--- config.mk ---
export PLATFORM = sky130hd
export DESIGN_NAME = shiftadd_mul
export DESIGN_NICKNAME = d
export VERILOG_FILES = /design/src/rtl/shiftadd_mul.sv
export SDC_FILE = /design/constraint.sdc
export NUM_CORES = 1
export LEC_CHECK = 0
export BUFFER_PORTS_ARGS = -buffer_cell sky130_fd_sc_hd__buf_2
export CORE_MARGIN = 3
export CORE_UTILIZATION = 37
export DETAILED_ROUTE_END_ITERATION = 6
export PLACE_DENSITY_LB_ADDON = 0.3
export RECOVER_POWER = 25
export SYNTH_ARGS = -nofsm -noshare
export SYNTH_HDL_FRONTEND = slang
export SYNTH_SLANG_ARGS = --single-unit
--- constraint.sdc ---
create_clock -name clk -period 3.3 [get_ports clk]
set_input_delay 0.165 -clock clk [delete_from_list [all_inputs] [get_ports clk]]
set_output_delay 0.165 -clock clk [all_outputs]
set_load 0.05 [all_outputs]
--- src/rtl/shiftadd_mul.sv ---
module shiftadd_mul #(
  parameter int N = 4
) (
  input  logic           clk,
  input  logic           rst,
  input  logic           start,
  input  logic           signed_mode,
  input  logic [N-1:0]   mcand,
  input  logic [N-1:0]   mplier,
  output logic           busy,
  output logic           done,
  output logic [2*N-1:0] product
);
  localparam int CW = $clog2(N + 1);

  logic [N-1:0]   mcand_q;
  logic           sgn_q;
  logic [2*N-1:0] prod_q;
  logic [CW-1:0]  iter_q;

  logic       last_iter;
  logic [N:0] hi_ext, mc_ext, addend, partial;

  assign last_iter = (iter_q == CW'(N - 1));
  assign hi_ext    = {sgn_q & prod_q[2*N-1], prod_q[2*N-1:N]};
  assign mc_ext    = {sgn_q & mcand_q[N-1], mcand_q};
  assign addend    = prod_q[0] ? mc_ext : '0;
  assign partial   = (sgn_q && last_iter) ? hi_ext - addend : hi_ext + addend;
  assign product   = prod_q;

  always_ff @(posedge clk) begin
    if (rst) begin
      busy    <= 1'b0;
      done    <= 1'b0;
      prod_q  <= '0;
      mcand_q <= '0;
      sgn_q   <= 1'b0;
      iter_q  <= '0;
    end else begin
      done <= 1'b0;
      if (busy) begin
        prod_q <= {partial, prod_q[N-1:1]};
        iter_q <= iter_q + 1'b1;
        if (last_iter) begin
          busy <= 1'b0;
          done <= 1'b1;
        end
      end else if (start) begin
        busy    <= 1'b1;
        prod_q  <= {{N{1'b0}}, mplier};
        mcand_q <= mcand;
        sgn_q   <= signed_mode;
        iter_q  <= '0;
      end
    end
  end
endmodule

==> metrics <==
initial antenna violation count 0; Least-Margin Pin Slew ~0.71 ns; Layout Cells excl Fill 163; Final WS setup 0.925 ns; Post-synth EDFFs 0; Die Y 58.1 um; largest family of logic cells by synthesized area simple AND/OR/NAND/NOR gates; Avg Synthesized Cell Area 8.74 um2; worst-path cell chain ha_1, ha_1, nand2_1, nor2_1, a21oi_1, fa_1, a21o_1, a21oi_1, nor2_1, mux2i_1, o211ai_1; Post-DRT Antenna Nets 0; failing checks DRC; DR vias/cell ~5.3; worst min path class input port to flop; family with the most delay on the worst path adder cells; DR WL/cell 12.1 um; maximum VDD drop about 0.00022 V; Area Growth Syn to Fin 13.1%; Total Routing Usage GR between 10 and 15%; CTS Hold Bufs 0; Cells after Synth approximately 120; global-route wire length before repair 3.51 mm; area leader, netlist dfxtp_1; Yosys cell types 30; RSZ-0062 raised after global routing no; CP arrival around 2.6 ns; Final Skew between 0.005 and 0.006 ns; hpwl dp 1.46 mm; Critical Path RT about 3.5 ns; Critical Path Source Type flop; crit-path max cell delay between 0.4 and 0.5 ns; clock sink total 18; die area approximately 3400 um2; leakage 0.000457 uW; clk_lat worst skew around 0.3 ns; FILL cells between 200 and 300; Post-Place Cells 160; post-synthesis compound-gate area fraction between 10% and 20%; first-pass detailed-route iteration total 7; core area 2520 um2; commonest cells in the synthesized netlist nor2_1, dfxtp_1, a21oi_1, mux2i_1, nand2_1; Fin. Hold Viols 0; Num CTS Buffers 3; Rel. slew slack ~52%; XOR/XNOR share of the synthesized area 4.36%; Yosys top cell area share approximately 36%; Worst Path Max Fanout 5; Final min period about 2.4 ns; yosys warns 0; largest net degree at the start of global routing 24; vias in the first global route approximately 860; Antenna Cells 0; setup bufs post-CTS 0; FP Rows 18; Max Buffers Root-to-Sink 2; DP Worst Slack 0.937 ns; Congestion Overflow GR 0; Syn Nets around 140; synth top area cells dfxtp_1, mux2i_1, ha_1; final setup TNS 0 ns; WHS about 0.1 ns; Crit path buffers/inverters 0; critical path class flop to flop; CTS Root Cell clkbuf_4; Starting DRT DRC Count 22; register area share after synthesis 35.9%; Power Dens Cells 408 nW/um2; total number of vias 857; routability cong. around 0.75; htree depth 1; drc violations 1; Clock Pin Slew Worst Setup and Hold Paths roughly 0.10 ns; Final Cycle Share between 70% and 80%; FF+latch count, synth 18; synthesized area approximately 1000 um2; nature of the critical path endpoint flop; maximum capacitance violations 0; Die Span X between 50 and 60 um; FFs w/ async S/R, synth 0%; # port buffers 21; commonest register cell after synthesis dfxtp_1; FMAX around 420 MHz; CTS tree built; status complete, but fails checks; post_cts resized 0; simple-gate area share of the yosys netlist 18.4%; I/O pins 22; most frequent cell after synthesis nor2_1; post-synthesis adder-cell area fraction between 10% and 20%; Initial Utilization between 30 and 40%; Post-Route WL between 1.5 and 2 mm; Crit-path slowest cell fa_1; post-synthesis mux area share under 10%; Setup Viol. Count Final 0; Final Max Tran Viols 0; share of cells above drive strength 1 roughly 17%; final net count approximately 160
==> report_power, final <==
group          internal, uW  switching, uW
clock network          42.6           66.5
logic                  41.3           64.6
registers               230           18.6
total                   313            150
==> sequential cells by signal (all words and copies together), names as in the netlist <==
signal   cells
mcand_q      4
iter_q       3
done         1
busy         1
product      8
sgn_q        1
==> cell families (layout without fill, tap and decap cells) <==
logic type | Yosys count | after routing
and+or+nand+nor | 41 | 41
AOI/OAI and AO/OA | 22 | 22
DFF | 18 | 18
buffers and inverters | 11 | 29
muxes | 10 | 10
adders and majority gates | 8 | 8
xor gates and xnor gates | 5 | 5
==> metal layers <==
metal | share of wire [%] | up-vias | wire length (um) | track usage [%]
met3 | 4.7 | 4 | 92 | 4.01
met4 | 1.6 | 0 | 31 | 6.95
met1 | 43 | 394 | 860 | 14.4
met5 | 0 | - | 0 | 0
li1 | - | 434 | - | -
met2 | 50 | 25 | 993 | 23.9
==> final timing paths <==
kind	end	start	slack, ns	cells past startpoint
setup / recovery	product[7]	iter_q[0]	0.92	11
hold / removal	sgn_q	signed_mode	0.1	3
setup reg to reg	product[7]	iter_q[0]	0.92	11
hold reg to reg	product[0]	product[1]	0.52	2
==> metrics by stage <==
step                total power, uW  util (%)  instance area, um2
global placement                358      44.5                1120
finish                          463      45.0                1140
detailed placement              361      44.5                1120
CTS                             472      45.4                1140
floorplan                       337         -                1000
global route                    497      45.0                1140
==> cell type report <==
class | instances | area (um2) | area share, %
inverters | 5 | 18.8 | 1.65
well taps | 30 | 37.5 | 3.30
repair buffers | 21 | 96.3 | 8.48
clock buffers | 3 | 22.5 | 1.98
flip-flops and latches | 18 | 360 | 31.7
multi-input cells | 86 | 601 | 52.9
==> worst register-to-register path, cell delays in order (launching register included) <==
cell and delay (ns):
dfxtp_1 0.37, ha_1 0.16, ha_1 0.24, nand2_1 0.13
nor2_1 0.13, a21oi_1 0.09, fa_1 0.44, a21o_1 0.20
a21oi_1 0.23, nor2_1 0.08, mux2i_1 0.12, o211ai_1 0.10
==> cells in the final DEF (no fill, tap or decap), drive strengths merged, types with 2 or more instances in the layout <==
cell,n
a211oi,3
a21o,2
a21oi,11
buf,14
clkbuf,10
dfxtp,18
ha,7
inv,5
mux2i,10
nand2,8
nor2,22
nor2b,3
nor3,2
nor3b,2
xnor2,3
xor2,2
(Power assumes the default switching activity.)
